**config.mk**
```make
export PLATFORM = sky130hd
export DESIGN_NAME = adc_readout_master
export DESIGN_NICKNAME = d
export VERILOG_FILES = /design/src/rtl/rdout_pkg.sv /design/src/rtl/rdout_insync.sv /design/src/rtl/rdout_dncnt.sv /design/src/rtl/rdout_shreg.sv /design/src/rtl/adc_readout_master.sv
export SDC_FILE = /design/constraint.sdc
export NUM_CORES = 1
export LEC_CHECK = 0
export ABC_AREA = 1
export CAP_MARGIN = 20
export CORE_ASPECT_RATIO = 0.5
export CORE_UTILIZATION = 25
export DETAILED_ROUTE_END_ITERATION = 7
export DONT_BUFFER_PORTS = 1
export SETUP_SLACK_MARGIN = 0.4
export SLEW_MARGIN = 10
export SYNTH_ARGS = -nofsm -noshare
export SYNTH_HDL_FRONTEND = slang
export SYNTH_SLANG_ARGS = --single-unit
```
**constraint.sdc**
```tcl
create_clock -name clk -period 3.5 [get_ports clk]
set_clock_uncertainty 0.1 [all_clocks]
set_input_delay 0.525 -clock clk [delete_from_list [all_inputs] [get_ports clk]]
set_output_delay 0.525 -clock clk [all_outputs]
set_load 0.01 [all_outputs]
```
**src/rtl/rdout_pkg.sv**
```systemverilog
package rdout_pkg;

    typedef enum logic [2:0] {
        ST_IDLE,
        ST_WAIT,
        ST_LO,
        ST_HI,
        ST_DONE
    } rd_state_e;

    typedef struct packed {
        logic conv_n;
        logic sclk;
        logic busy;
    } pins_t;

    typedef struct packed {
        logic ok;
        logic bad_marker;
        logic timeout;
    } evt_t;

    // bits needed to hold the value v (at least one)
    function automatic int cnt_w(input int v);
        return (v < 2) ? 1 : $clog2(v + 1);
    endfunction

    function automatic int max2(input int a, input int b);
        return (a > b) ? a : b;
    endfunction

endpackage

```
**src/rtl/rdout_insync.sv**
```systemverilog
module rdout_insync #(
    parameter int STAGES = 2
) (
    input  logic clk,
    input  logic rst,
    input  logic din,
    output logic lvl,
    output logic rise
);
    logic [STAGES-1:0] chain;
    logic              prev;

    always_ff @(posedge clk) begin
        if (rst) begin
            chain <= '0;
            prev  <= 1'b0;
        end else begin
            chain <= {chain[STAGES-2:0], din};
            prev  <= chain[STAGES-1];
        end
    end

    assign lvl  = chain[STAGES-1];
    assign rise = chain[STAGES-1] & ~prev;
endmodule

```
**src/rtl/rdout_dncnt.sv**
```systemverilog
module rdout_dncnt #(
    parameter int W = 4
) (
    input  logic         clk,
    input  logic         rst,
    input  logic         load,
    input  logic [W-1:0] ld_val,
    output logic         last
);
    logic [W-1:0] cnt;

    always_ff @(posedge clk) begin
        if (rst) begin
            cnt <= '0;
        end else if (load) begin
            cnt <= ld_val;
        end else if (cnt != '0) begin
            cnt <= cnt - 1'b1;
        end
    end

    // final clock of the loaded window
    assign last = (cnt == W'(1));
endmodule

```
**src/rtl/rdout_shreg.sv**
```systemverilog
module rdout_shreg #(
    parameter int N = 16
) (
    input  logic         clk,
    input  logic         rst,
    input  logic         clr,
    input  logic         en,
    input  logic         din,
    output logic [N-1:0] word,
    output logic         at_last
);
    localparam int CW = $clog2(N);

    logic [CW-1:0] cnt;

    always_ff @(posedge clk) begin
        if (rst || clr) begin
            word <= '0;
            cnt  <= '0;
        end else if (en) begin
            word <= {word[N-2:0], din};
            cnt  <= cnt + 1'b1;
        end
    end

    assign at_last = (cnt == CW'(N - 1));
endmodule

```
**src/rtl/adc_readout_master.sv**
```systemverilog
module adc_readout_master
    import rdout_pkg::*;
#(
    parameter int HI_W        = 2,
    parameter int LO_W        = 2,
    parameter int TMO         = 64,
    parameter int NBITS       = 16,
    parameter int SYNC_STAGES = 2
) (
    input  logic             clk,
    input  logic             rst,
    input  logic             start_req,
    input  logic             sdat_in,
    output logic             conv_n,
    output logic             sclk,
    output logic             busy,
    output logic [NBITS-2:0] res_data,
    output logic             res_valid,
    output logic             marker_err,
    output logic             timeout_err
);
    localparam int RW = NBITS - 1;
    localparam int PW = cnt_w(max2(HI_W, LO_W));
    localparam int TW = cnt_w(TMO);

    rd_state_e       st;
    pins_t           pins;
    evt_t            evt;
    logic [RW-1:0]   res_q;

    logic            d_lvl, d_rise;
    logic            ph_load, ph_last;
    logic [PW-1:0]   ph_val;
    logic            rt_load, rt_last;
    logic            sh_clr, sh_en, sh_last;
    logic [NBITS-1:0] sh_word;

    rdout_insync #(.STAGES(SYNC_STAGES)) u_sync (
        .clk (clk),
        .rst (rst),
        .din (sdat_in),
        .lvl (d_lvl),
        .rise(d_rise)
    );

    rdout_dncnt #(.W(PW)) u_phase (
        .clk   (clk),
        .rst   (rst),
        .load  (ph_load),
        .ld_val(ph_val),
        .last  (ph_last)
    );

    rdout_dncnt #(.W(TW)) u_rdy_tmr (
        .clk   (clk),
        .rst   (rst),
        .load  (rt_load),
        .ld_val(TW'(TMO)),
        .last  (rt_last)
    );

    rdout_shreg #(.N(NBITS)) u_shift (
        .clk    (clk),
        .rst    (rst),
        .clr    (sh_clr),
        .en     (sh_en),
        .din    (d_lvl),
        .word   (sh_word),
        .at_last(sh_last)
    );

    // timer loads and shift strobes
    always_comb begin
        ph_load = 1'b0;
        ph_val  = '0;
        rt_load = 1'b0;
        sh_clr  = 1'b0;
        sh_en   = 1'b0;
        unique case (st)
            ST_IDLE: begin
                if (start_req) begin
                    rt_load = 1'b1;
                    sh_clr  = 1'b1;
                end
            end
            ST_WAIT: begin
                if (d_rise) begin
                    ph_load = 1'b1;
                    ph_val  = PW'(LO_W);
                end
            end
            ST_LO: begin
                if (ph_last) begin
                    ph_load = 1'b1;
                    ph_val  = PW'(HI_W);
                end
            end
            ST_HI: begin
                if (ph_last) begin
                    sh_en = 1'b1;
                    if (!sh_last) begin
                        ph_load = 1'b1;
                        ph_val  = PW'(LO_W);
                    end
                end
            end
            default: ;
        endcase
    end

    always_ff @(posedge clk) begin
        if (rst) begin
            st    <= ST_IDLE;
            pins  <= '{conv_n: 1'b1, sclk: 1'b0, busy: 1'b0};
            evt   <= '0;
            res_q <= '0;
        end else begin
            evt <= '0;
            unique case (st)
                ST_IDLE: begin
                    if (start_req) begin
                        st          <= ST_WAIT;
                        pins.conv_n <= 1'b0;
                        pins.busy   <= 1'b1;
                    end
                end
                ST_WAIT: begin
                    // ready edge takes precedence over an expiring window
                    if (d_rise) begin
                        st <= ST_LO;
                    end else if (rt_last) begin
                        st          <= ST_IDLE;
                        pins.conv_n <= 1'b1;
                        pins.busy   <= 1'b0;
                        evt.timeout <= 1'b1;
                    end
                end
                ST_LO: begin
                    if (ph_last) begin
                        st        <= ST_HI;
                        pins.sclk <= 1'b1;
                    end
                end
                ST_HI: begin
                    if (ph_last) begin
                        pins.sclk <= 1'b0;
                        st        <= sh_last ? ST_DONE : ST_LO;
                    end
                end
                ST_DONE: begin
                    st          <= ST_IDLE;
                    pins.conv_n <= 1'b1;
                    pins.busy   <= 1'b0;
                    if (sh_word[NBITS-1]) begin
                        evt.ok <= 1'b1;
                        res_q  <= sh_word[RW-1:0];
                    end else begin
                        evt.bad_marker <= 1'b1;
                    end
                end
                default: st <= ST_IDLE;
            endcase
        end
    end

    assign conv_n      = pins.conv_n;
    assign sclk        = pins.sclk;
    assign busy        = pins.busy;
    assign res_data    = res_q;
    assign res_valid   = evt.ok;
    assign marker_err  = evt.bad_marker;
    assign timeout_err = evt.timeout;
endmodule

```
==> summary.md, run 1 <==
| Metric | Value |
|---|---|
| Post-DR wirelength/cell | `slightly above 10 µm` |
| Run status | `complete, no violations` |
| Mapped Cells | `280` |
| Number of clock buffers inserted by TritonCTS | `5` |
| Sinks on Clock Net | `56` |
| Final wirelength | `3919 µm` |
| FMAX | `approximately 500 MHz` |
| Hold WC Path Type | `input port to flop` |
| Antenna violation net count after detailed routing | `0` |
| Power, Total | `1569 µW` |
| Critical-path cell list | `nor2_1 > nand3_1 > o21ai_0 > a21oi_1` |
| Switching power | `452.8 µW` |
| Port Buf Inserts | `0` |
| Row cnt | `23` |
| Share of cells above drive strength 1 | `a little under 6%` |
| Vias post-DR | `about 1600` |
| Area Growth Syn to Fin | `10.52%` |
| Num ports | `25` |
| Post-DP HPWL | `approximately 2700 µm` |
| Worst vdd ir | `around 0.00018 V` |
| Setup violators final | `0` |
| Root Driver | `clkbuf_16` |
| ANT cells | `0` |
| Final WS setup | `between 1000 and 1500 ps` |
| Die Footprint | `~9300 µm²` |
| Slowest CP cell | `nand3_1` |
| Most frequent cells in the layout | `dfxtp_1, nand2_1, a21oi_1, inv_1, o21ai_0` |
| Gp weighted congestion | `about 0.77` |
| Worst reg-to-reg path cell count | `4` |
| Comb pwr share | `a little over a fifth` |
| Final period util | `between 50% and 60%` |
| Hold depth | `1` |
| Clk Latency, worst-skew pair | `280 ps` |
| Switch share | `28.86%` |
| Worst EP arrival | `2030 ps` |
| Final Hold Viols | `0` |
| Post-synthesis cell type count | `30` |
| Leakage power | `0.0009176 µW` |
| First-pass GRT wire length | `between 6000 and 7000 µm` |
| Buf/Inv on CP | `0` |
| DRC | `0` |
| CP Max Fanout | `31` |
| GRT Residual Overflow | `0` |
| Tot GR Track Use | `8.841%` |
| Critical path depth | `4` |
| Worst slew margin | `37.57%` |
| Layout Nets | `between 200 and 300` |
| TritonCTS clock tree | `done` |
| Crit. End Element | `flop` |
| CTS resizes | `0` |
| Count of final max-slew check failures | `0` |
| EDFF count, synth | `0` |
| H-tree levels | `2` |
| Drt first-iter violations | `~140` |
| Pwr Density | `638.1 nW/µm²` |
| Die X | `roughly 140 µm` |
| Max Cap Viol | `0` |
| First-pass iteration count of the detailed router | `4` |
| Register area share after synthesis | `50.39%` |
| Clock transition at the registers of the reported paths | `70 ps` |
| Initial Util | `about a quarter` |
| Clock network power share | `roughly a third` |
| Measured slew at the worst slew-check pin | `933.8 ps` |
| Fraction of power consumed by sequential logic | `around 46%` |
| Largest net degree at the start of global routing | `32` |
| Drt via density | `around 4.1` |
| Crit Path Class | `flop to flop` |
| Net Count, Synth | `290` |
| Top FF cell, synth | `dfxtp_1` |
| Yosys warns | `0` |
| Hold-fix buffers, CTS | `0` |
| Required @ worst endpoint | `3520 ps` |
| Hold slack | `201.8 ps` |
| Number of global-route vias before repair | `about 1300` |
| Die height | `68.71 µm` |
| Post-Route Setup TNS | `0 ps` |
| # Post-CTS Setup Buffers | `0` |
| RSZ-0062 raised after global routing | `no` |
| Synth async-reset ratio | `0%` |
| Pre-CTS setup slack | `approximately 1400 ps` |
| Commonest non-fill, non-tap cell in the layout | `dfxtp_1` |
| Avg Cell Area, Syn | `7.945 µm²` |
| CTS Buffer Depth | `2` |
| Initial antenna violation count | `0` |
| Syn Std Cell Area | `2225 µm²` |
| Delay-heaviest family, CP | `simple AND/OR/NAND/NOR gates` |
| Yosys reg bits | `56` |
| Final worst path period need | `about 2000 ps` |
| CP peak stage delay | `about 680 ps` |
| Worst Setup Start Kind | `flop` |
| Core area | `roughly 8300 µm²` |
| Int Pwr | `between 1000 and 1500 µW` |
## flip-flops by register name, indices dropped and copies added (netlist names), 2 cells and up
register,count
u_shift.cnt,4
u_shift.word,16
u_phase.cnt,2
u_rdy_tmr.cnt,7
u_sync.chain,2
st,3
res_data,15
## per-layer routing
| metal | global-route usage [%] | wire length (µm) |
|---|---|---|
| met5 | 0 | 0 |
| met3 | 1.974 | 123 |
| met1 | 12.89 | 2166 |
| met2 | 12.31 | 1595 |
| met4 | 3.792 | 34 |
## power groups by stage
stage                     clock network [µW]  registers [µW]  logic [µW]
after floorplan                            0             734         289
after global placement                     0             741         335
after detailed placement                   0             741         335
after CTS                                520             727         338
after global routing                     558             733         397
final                                    507             726         336
## cells in the mapped netlist, types with 2 or more instances
master / count / area [µm²]
nor2_4: 2 / 22.52
buf_4: 2 / 15.01
ha_1: 6 / 75.07
buf_6: 2 / 22.52
nand3_1: 14 / 70.07
nand4_1: 3 / 18.77
clkbuf_1: 5 / 18.77
o21ai_0: 23 / 115.1
nor2_1: 22 / 82.58
inv_1: 35 / 131.4
a21oi_1: 42 / 210.2
nand2_1: 48 / 180.2
xnor2_1: 3 / 26.28
buf_2: 2 / 10.01
dfxtp_1: 56 / 1121
## stage by stage
step / utilization (%) / cells / cell area, µm²
2_1_floorplan: - / 280 / 2225
3_3_place_gp: 27.73 / 382 / 2306
3_5_place_dp: 27.73 / 382 / 2306
4_1_cts: 29.56 / 389 / 2459
5_1_grt: 29.56 / 389 / 2459
6_report: 29.56 / 389 / 2459
## cell families after synthesis
| family | share of synthesized area (%) |
|---|---|
| adders and majority gates | 3.374 |
| and+or+nand+nor | 19.63 |
| DFF | 50.39 |
| xor gates and xnor gates | 1.575 |
| AOI/OAI and AO/OA | 15.69 |
| buffers and inverters | 9.336 |
## worst paths after layout
path	from	endpoint	slack (ps)
setup / recovery	st[1]	res_data[9]	1490
hold reg to reg	u_sync.chain[0]	u_sync.chain[1]	300
setup reg to reg	st[1]	res_data[9]	1490
hold / removal	rst	busy	200
## final cells by class
type                       instances  area (µm²)
fill                             859        5858
sequential                        56        1121
multi-input combinational        176       895.9
clock buffer                       7       152.6
inverter                          37       141.4
tap                              112       140.1
timing repair buffer               1       7.507
No activity file was read; power rests on OpenSTA's default activity.
==> run 2, diff against run 1 <==
--- a/config.mk
+++ b/config.mk
@@ -5,7 +5,7 @@
 export SDC_FILE = /design/constraint.sdc
 export NUM_CORES = 1
 export LEC_CHECK = 0
-export ABC_AREA = 1
+export ABC_AREA = 0
 export CAP_MARGIN = 20
 export CORE_ASPECT_RATIO = 0.5
 export CORE_UTILIZATION = 25
==> constraint.sdc (replaced) <==
create_clock -name clk -period 2.1 [get_ports clk]
set_clock_uncertainty 0.1 [all_clocks]
set_input_delay 0.315 -clock clk [delete_from_list [all_inputs] [get_ports clk]]
set_output_delay 0.315 -clock clk [all_outputs]
set_load 0.01 [all_outputs]
==> summary.md, run 2 <==
| Metric | Value |
|---|---|
| Post-Route Setup TNS | `0 ps (unchanged)` |
| Die X | `136.0 µm (was 135.4 µm)` |
| Final wirelength | `4389 µm (was 3919 µm)` |
| Area Growth Syn to Fin | `18.34% (was 10.52%)` |
| Post-Route M1 WL | `2244 µm (was 2166 µm)` |
| Initial antenna violation count | `0 (unchanged)` |
| FMAX | `600.8 MHz (was 498.2 MHz)` |
| Drt first-iter violations | `75 (was 142)` |
| Clock transition at the registers of the reported paths | `70 ps (about the same)` |
| Num ports | `25 (unchanged)` |
| Setup violators final | `0 (unchanged)` |
| RSZ-0062 raised after global routing | `no (unchanged)` |
| Crit. End Element | `flop (unchanged)` |
| Yosys reg bits | `56 (unchanged)` |
| Largest area contributor in the netlist | `dfxtp_1 (unchanged)` |
| Top FF cell, synth | `dfxtp_1 (unchanged)` |
| Layout Nets | `277 (was 287)` |
| Share of cells above drive strength 1 | `13.43% (was 5.776%)` |
| Hold-fix buffers, CTS | `4 (was 0)` |
| TritonCTS clock tree | `done (unchanged)` |
| Row cnt | `24 (was 23)` |
| Final period util | `79.26% (was 57.35%)` |
| Final worst path period need | `1665 ps (was 2007 ps)` |
| Number of clock buffers inserted by TritonCTS | `5 (unchanged)` |
| H-tree levels | `2 (unchanged)` |
| Die Footprint | `9384 µm² (was 9303 µm²)` |
| Worst vdd ir | `0.0002961 V (was 0.0001801 V)` |
| Mapped Cells | `260 (was 280)` |
| Worst EP arrival | `1780 ps (was 2030 ps)` |
| GRT Residual Overflow | `0 (unchanged)` |
| CTS Buffer Depth | `2 (unchanged)` |
| Vias post-DR | `1716 (was 1611)` |
| Required @ worst endpoint | `2220 ps (was 3520 ps)` |
| Crit Path Class | `flop to flop (unchanged)` |
| Count of final max-slew check failures | `0 (unchanged)` |
| Port Buf Inserts | `0 (unchanged)` |
| Antenna violation net count after detailed routing | `0 (unchanged)` |
| DRC | `0 (unchanged)` |
| EDFF count, synth | `0 (unchanged)` |
| Synth async-reset ratio | `0% (unchanged)` |
| Post-DR wirelength/cell | `11.40 µm (was 10.07 µm)` |
| Worst slew margin | `66.86% (was 37.57%)` |
| Leakage power | `0.0009251 µW (was 0.0009176 µW)` |
| Most common cell in the synthesized netlist | `nand2_1 (was dfxtp_1)` |
| Run status | `finished, violations left (was complete, no violations)` |
| Slowest CP cell | `or4_1 (was nand3_1)` |
| CP peak stage delay | `410 ps (was 680 ps)` |
| Max reg flops | `16 (unchanged)` |
| Tot GR Track Use | `9.766% (was 8.841%)` |
| WL met3 | `181 µm (was 123 µm)` |
| Commonest non-fill, non-tap cell in the layout | `nand2_1 (was dfxtp_1)` |
| Critical-path cell list | `inv_2 > ha_4 > or3b_4 > or4_1 > a31oi_1 (was nor2_1 > nand3_1 > o21ai_0 > a21oi_1)` |
| Failing checks | `hold timing` |
| Routed met2 length | `1936 µm (was 1595 µm)` |
| Hold slack | `-7.867 ps (was 201.8 ps)` |
| Number of global-route vias before repair | `1598 (was 1326)` |
| Synth cell count leaders | `nand2_1, dfxtp_1, a21oi_1, nor3_1 (was dfxtp_1, nand2_1, a21oi_1, inv_1, o21ai_0)` |
| Fill cell count | `939 (was 859)` |
| Clk Latency, worst-skew pair | `290 ps (was 280 ps)` |
| ANT cells | `0 (unchanged)` |
| Measured slew at the worst slew-check pin | `490.4 ps (was 933.8 ps)` |
| Register area share after synthesis | `49.94% (was 50.39%)` |
| Most frequent cells in the layout | `nand2_1, dfxtp_1, a21oi_1, buf_4, nor3_1 (was dfxtp_1, nand2_1, a21oi_1, inv_1, o21ai_0)` |
| Sinks on Clock Net | `56 (unchanged)` |
| Max Cap Viol | `0 (unchanged)` |
| Avg Cell Area, Syn | `8.633 µm² (was 7.945 µm²)` |
| Power, Total | `2953 µW (was 1569 µW)` |
| Die height | `69 µm (was 68.71 µm)` |
| Hold WC Path Type | `input port to flop (unchanged)` |
| Largest cells by area after synthesis | `dfxtp_1, nand2_1, a21oi_1 (was dfxtp_1, a21oi_1, nand2_1)` |
| First-pass iteration count of the detailed router | `4 (unchanged)` |
| Net Count, Synth | `270 (was 290)` |
| Largest net degree at the start of global routing | `31 (was 32)` |
| CP Max Fanout | `3 (was 31)` |
| Syn Std Cell Area | `2245 µm² (was 2225 µm²)` |
| Initial Util | `25.78% (was 26.75%)` |
| First-pass GRT wire length | `7527 µm (was 6430 µm)` |
| Gp weighted congestion | `0.7559 (was 0.7720)` |
| Pwr Density | `1112 nW/µm² (was 638.1 nW/µm²)` |
| Root Driver | `clkbuf_16 (unchanged)` |
| Post-DP HPWL | `2832 µm (was 2675 µm)` |
| Worst Setup Start Kind | `flop (unchanged)` |
| Largest register by flop count | `u_shift.word (unchanged)` |
| Uppermost layer routed | `met4 (unchanged)` |
| Area share of the largest cell type after synthesis | `49.94% (was 50.39%)` |
| Post-synthesis cell type count | `45 (was 30)` |
| Drt via density | `4.457 (was 4.141)` |
| Yosys warns | `0 (unchanged)` |
| Final Hold Viols | `16 (was 0)` |
| Core area | `8708 µm² (was 8317 µm²)` |
[run 2: changes by cell type in the layout (fill, tap and decap cells not counted), moves of 9 or more]
| cell | before | now |
|---|---|---|
| buf_4 | 1 | 10 |
| nand3_1 | 14 | 1 |
| inv_1 | 35 | 3 |
| o21ai_0 | 23 | 7 |
| nand2_1 | 48 | 67 |
| nor2_1 | 22 | 7 |
[run 2: layout make-up]
type | instances | area [µm²] | area share, %
clock buffers | 6 | 138.9 | 5.228
multi-input cells | 183 | 1044 | 39.28
well taps | 117 | 146.4 | 5.511
repair buffers | 16 | 146.4 | 5.511
flip-flops and latches | 56 | 1124 | 42.30
clock inverters | 2 | 38.79 | 1.460
inverters | 5 | 18.77 | 0.7065
[run 2: through the flow]
stage          instances  setup WS, ps  util (%)  instance area [µm²]
2_1_floorplan        260         448.9         -                 2245
3_3_place_gp         368         419.0     27.21                 2370
3_5_place_dp         368         361.3     27.21                 2370
4_1_cts              381         403.7     29.87                 2601
5_1_grt              385         352.9     30.50                 2656
6_report             385         435.5     30.50                 2656
[run 2: metal layers]
| layer | vias up | global-route usage, % |
|---|---|---|
| met4 | 0 | 2.963 |
| met2 | 24 | 14.83 |
| met1 | 791 | 13.28 |
| met3 | 2 | 2.796 |
| met5 | - | 0 |
| li1 | 899 | - |
[run 2: report_power, final]
part           leakage (µW)  internal, µW  switching (µW)
Clock             0.0000871           597             365
Sequential         0.000455          1150            91.0
Combinational      0.000383           393             352
[run 2: kinds of logic (layout without fill, tap and decap cells)]
| kind of cell | count (synthesis) | after routing | synth area share [%] |
|---|---|---|---|
| flops | 56 | 56 | 49.94 |
| buf+inv | 21 | 29 | 4.682 |
| simple gates | 114 | 114 | 25.14 |
| mux | 1 | 1 | 0.5016 |
| fa+ha+maj | 6 | 6 | 3.344 |
| compound gates | 57 | 57 | 14.44 |
| xor+xnor | 5 | 5 | 1.951 |
[run 2: worst max-delay path, delay by kind of cell (launching register included)]
family          cells  cell delay [ps]
simple gates        2              780
fa+ha+maj           1              130
compound gates      1              170
flops               1              340
buf+inv             1               80
[run 2: path summary, 6_finish.rpt]
path / from / end / slack [ps] / cells after the start
max: u_rdy_tmr.cnt[0] / u_rdy_tmr.cnt[6] / 440 / 5
min: rst / u_rdy_tmr.cnt[6] / -8 / 1
max reg2reg: u_rdy_tmr.cnt[0] / u_rdy_tmr.cnt[6] / 440 / 5
min reg2reg: u_shift.word[12] / res_data[12] / 360 / 2
[run 2: timing repair]
item	4_1_cts	5_1_grt
gates cloned	0	0
endpoints found under the setup margin	2	7
pin swaps	1	1
endpoints found under the hold margin	23	19
buffers inserted	1	4
resized for setup	5	6
==> run 3, diff against run 2 <==
==> constraint.sdc (replaced) <==
create_clock -name clk -period 1.5 [get_ports clk]
set_clock_uncertainty 0.1 [all_clocks]
set_input_delay 0.225 -clock clk [delete_from_list [all_inputs] [get_ports clk]]
set_output_delay 0.225 -clock clk [all_outputs]
set_load 0.01 [all_outputs]
==> summary.md, run 3 (synthesized netlist as in run 2, its figures left out) <==
| Metric | Value |
|---|---|
| Non-Filler Instances | `415 (was 385)` |
| Largest register by flop count | `u_shift.word (unchanged)` |
| H-tree levels | `2 (unchanged)` |
| CP Max Fanout | `3 (unchanged)` |
| Antenna violation net count after detailed routing | `0 (unchanged)` |
| Final period util | `110.8% (was 79.26%)` |
| Die height | `69 µm (unchanged)` |
| Leakage power | `0.001210 µW (was 0.0009251 µW)` |
| Num ports | `25 (unchanged)` |
| Worst vdd ir | `0.0005255 V (was 0.0002961 V)` |
| Largest net degree at the start of global routing | `31 (unchanged)` |
| DRC | `0 (unchanged)` |
| Required @ worst endpoint | `1620 ps (was 2220 ps)` |
| Hold path start | `rst (unchanged)` |
| Final wirelength | `5835 µm (was 4389 µm)` |
| Worst EP arrival | `1780 ps (about the same)` |
| Pwr Density | `1424 nW/µm² (was 1112 nW/µm²)` |
| Gp weighted congestion | `0.7702 (was 0.7559)` |
| Drt first-iter violations | `168 (was 75)` |
| Clock transition at the registers of the reported paths | `70 ps (about the same)` |
| Vias post-DR | `1959 (was 1716)` |
| Worst slew margin | `78.89% (was 66.86%)` |
| Clk Latency, worst-skew pair | `290 ps (about the same)` |
| First-pass iteration count of the detailed router | `5 (was 4)` |
| Sinks on Clock Net | `56 (unchanged)` |
| Die Footprint | `9384 µm² (unchanged)` |
| Power, Total | `5088 µW (was 2953 µW)` |
| Post-DP HPWL | `3179 µm (was 2832 µm)` |
| Commonest non-fill, non-tap cell in the layout | `dfxtp_1 (was nand2_1)` |
| Tot GR Track Use | `12.02% (was 9.766%)` |
| Initial Util | `25.78% (unchanged)` |
| CTS Buffer Depth | `2 (unchanged)` |
| Final Hold Viols | `27 (was 16)` |
| Crit Path Class | `flop to flop (unchanged)` |
| Area Growth Syn to Fin | `59.20% (was 18.34%)` |
| GRT Residual Overflow | `0 (unchanged)` |
| Final WS setup | `-161.3 ps (was 435.5 ps)` |
| Slowest CP cell | `or4_1 (unchanged)` |
| Setup violators final | `25 (was 0)` |
| CP peak stage delay | `410 ps (about the same)` |
| Final worst path period need | `1661 ps (was 1665 ps)` |
| Max Cap Viol | `0 (unchanged)` |
| Critical-path cell list | `inv_6 > ha_4 > or3b_4 > or4_1 > a31oi_1 (was inv_2 > ha_4 > or3b_4 > or4_1 > a31oi_1)` |
| Share of cells above drive strength 1 | `56.23% (was 13.43%)` |
| Root Driver | `clkbuf_16 (unchanged)` |
| Hold EP | `res_data[1] (was u_rdy_tmr.cnt[6])` |
| Placed Cells | `381 (was 368)` |
| Drt via density | `4.720 (was 4.457)` |
| Storage cell area | `1142 µm² (was 1124 µm²)` |
| Post-DR wirelength/cell | `14.06 µm (was 11.40 µm)` |
| RR Endpoint | `u_rdy_tmr.cnt[6] (unchanged)` |
| Port Buf Inserts | `0 (unchanged)` |
| Die X | `136.0 µm (unchanged)` |
| TritonCTS clock tree | `done (unchanged)` |
| First-pass GRT wire length | `9011 µm (was 7527 µm)` |
| Run status | `finished, violations left (unchanged)` |
| Number of clock buffers inserted by TritonCTS | `5 (unchanged)` |
| Pre-CTS setup slack | `-138.6 ps (was 361.3 ps)` |
| Area of the multi-input gates | `1558 µm² (was 1044 µm²)` |
| Initial antenna violation count | `1 (was 0)` |
| Hold slack | `-112.2 ps (was -7.867 ps)` |
| Layout Nets | `306 (was 277)` |
| Flop-to-flop setup slack | `-160 ps (was 440 ps)` |
| Most frequent cells in the layout | `dfxtp_1, nand2_1, a21oi_2, buf_4, nand2_4 (was nand2_1, dfxtp_1, a21oi_1, buf_4, nor3_1)` |
| Worst reg-to-reg path cell count | `5 (unchanged)` |
| Max reg flops | `16 (unchanged)` |
| Crit. End Element | `flop (unchanged)` |
| Failing checks | `hold timing, setup timing (was hold timing)` |
| Number of global-route vias before repair | `1875 (was 1598)` |
| R2r startpoint | `u_rdy_tmr.cnt[1] (was u_rdy_tmr.cnt[0])` |
| Fill cell count | `780 (was 939)` |
| Hold-fix buffers, CTS | `1 (was 4)` |
| Hold depth | `1 (unchanged)` |
| Count of final max-slew check failures | `0 (unchanged)` |
| FMAX | `601.9 MHz (was 600.8 MHz)` |
| Row cnt | `24 (unchanged)` |
| Measured slew at the worst slew-check pin | `313.9 ps (was 490.4 ps)` |
| Hold WC Path Type | `input port to flop (unchanged)` |
| RSZ-0062 raised after global routing | `yes (was no)` |
| Core area | `8708 µm² (unchanged)` |
| Post-Route Setup TNS | `-1133 ps (was 0 ps)` |
| Worst Setup Start Kind | `flop (unchanged)` |
run 3: cell count changes in the layout (fill, tap and decap cells not counted), sizes merged:
cell | before | now
buf | 12 | 42
dlygate4sd3 | 4 | 1
and4bb | 1 | 2
clkinv | 1 | 2
diode | 0 | 1
run 3: how the worst max path moves through the flow:
stage / to / cells after the start / start / slack (ps)
3_3_place_gp: u_rdy_tmr.cnt[6] / 5 / u_rdy_tmr.cnt[1] / -70
4_1_cts: u_rdy_tmr.cnt[6] / 5 / u_rdy_tmr.cnt[1] / -150
3_5_place_dp: u_rdy_tmr.cnt[6] / 5 / u_rdy_tmr.cnt[1] / -140
5_1_grt: u_rdy_tmr.cnt[1] / 6 / u_rdy_tmr.cnt[0] / -200
6_report: u_rdy_tmr.cnt[6] / 5 / u_rdy_tmr.cnt[1] / -160
2_1_floorplan: u_rdy_tmr.cnt[6] / 5 / u_rdy_tmr.cnt[1] / -70
run 3: what timing repair did:
| item | CTS | global route |
|---|---|---|
| endpoints found under the hold margin | 28 | 27 |
| setup buffers | 8 | 11 |
| setup endpoints to repair | 52 | 53 |
| pin swaps | 30 | 48 |
| gates resized for setup | 53 | 81 |
| cloned | 4 | 1 |
run 3: critical path: cells and delay by family, from the launching register on:
family	cells	cell delay, ps
buf+inv	1	70
simple gates	2	780
fa+ha+maj	1	130
flops	1	360
compound gates	1	140
run 3: cell type report:
| type | instances | share of cell area [%] |
|---|---|---|
| Multi-Input combinational cell | 184 | 43.59 |
| Sequential cell | 56 | 31.97 |
| Timing Repair Buffer | 44 | 14.71 |
| Tap cell | 117 | 4.097 |
| Clock buffer | 5 | 3.501 |
| Clock inverter | 3 | 1.331 |
| Inverter | 5 | 0.7353 |
| Antenna cell | 1 | 0.07003 |
run 3: routing by layer:
layer / track usage (%) / wire length [µm] / vias to the layer above / share of wire [%]
met5: 0 / 0 / - / 0
met4: 4.568 / 133 / 0 / 2.3
met3: 3.311 / 251 / 10 / 4.3
met2: 19.63 / 2810 / 31 / 48
met1: 14.98 / 2640 / 956 / 45
li1: - / - / 962 / -
run 3: per-stage QoR:
step	util, %	area, µm²
final	41.03	3573
after global routing	41.03	3573
after CTS	35.76	3114
after detailed placement	29.96	2609
after global placement	29.96	2609
after floorplan	-	2425
run 3: report_power, final:
| part | internal, µW | switching [µW] |
|---|---|---|
| Clock | 794 | 545 |
| Combinational | 1130 | 821 |
| Sequential | 1640 | 160 |
| Total | 3560 | 1530 |
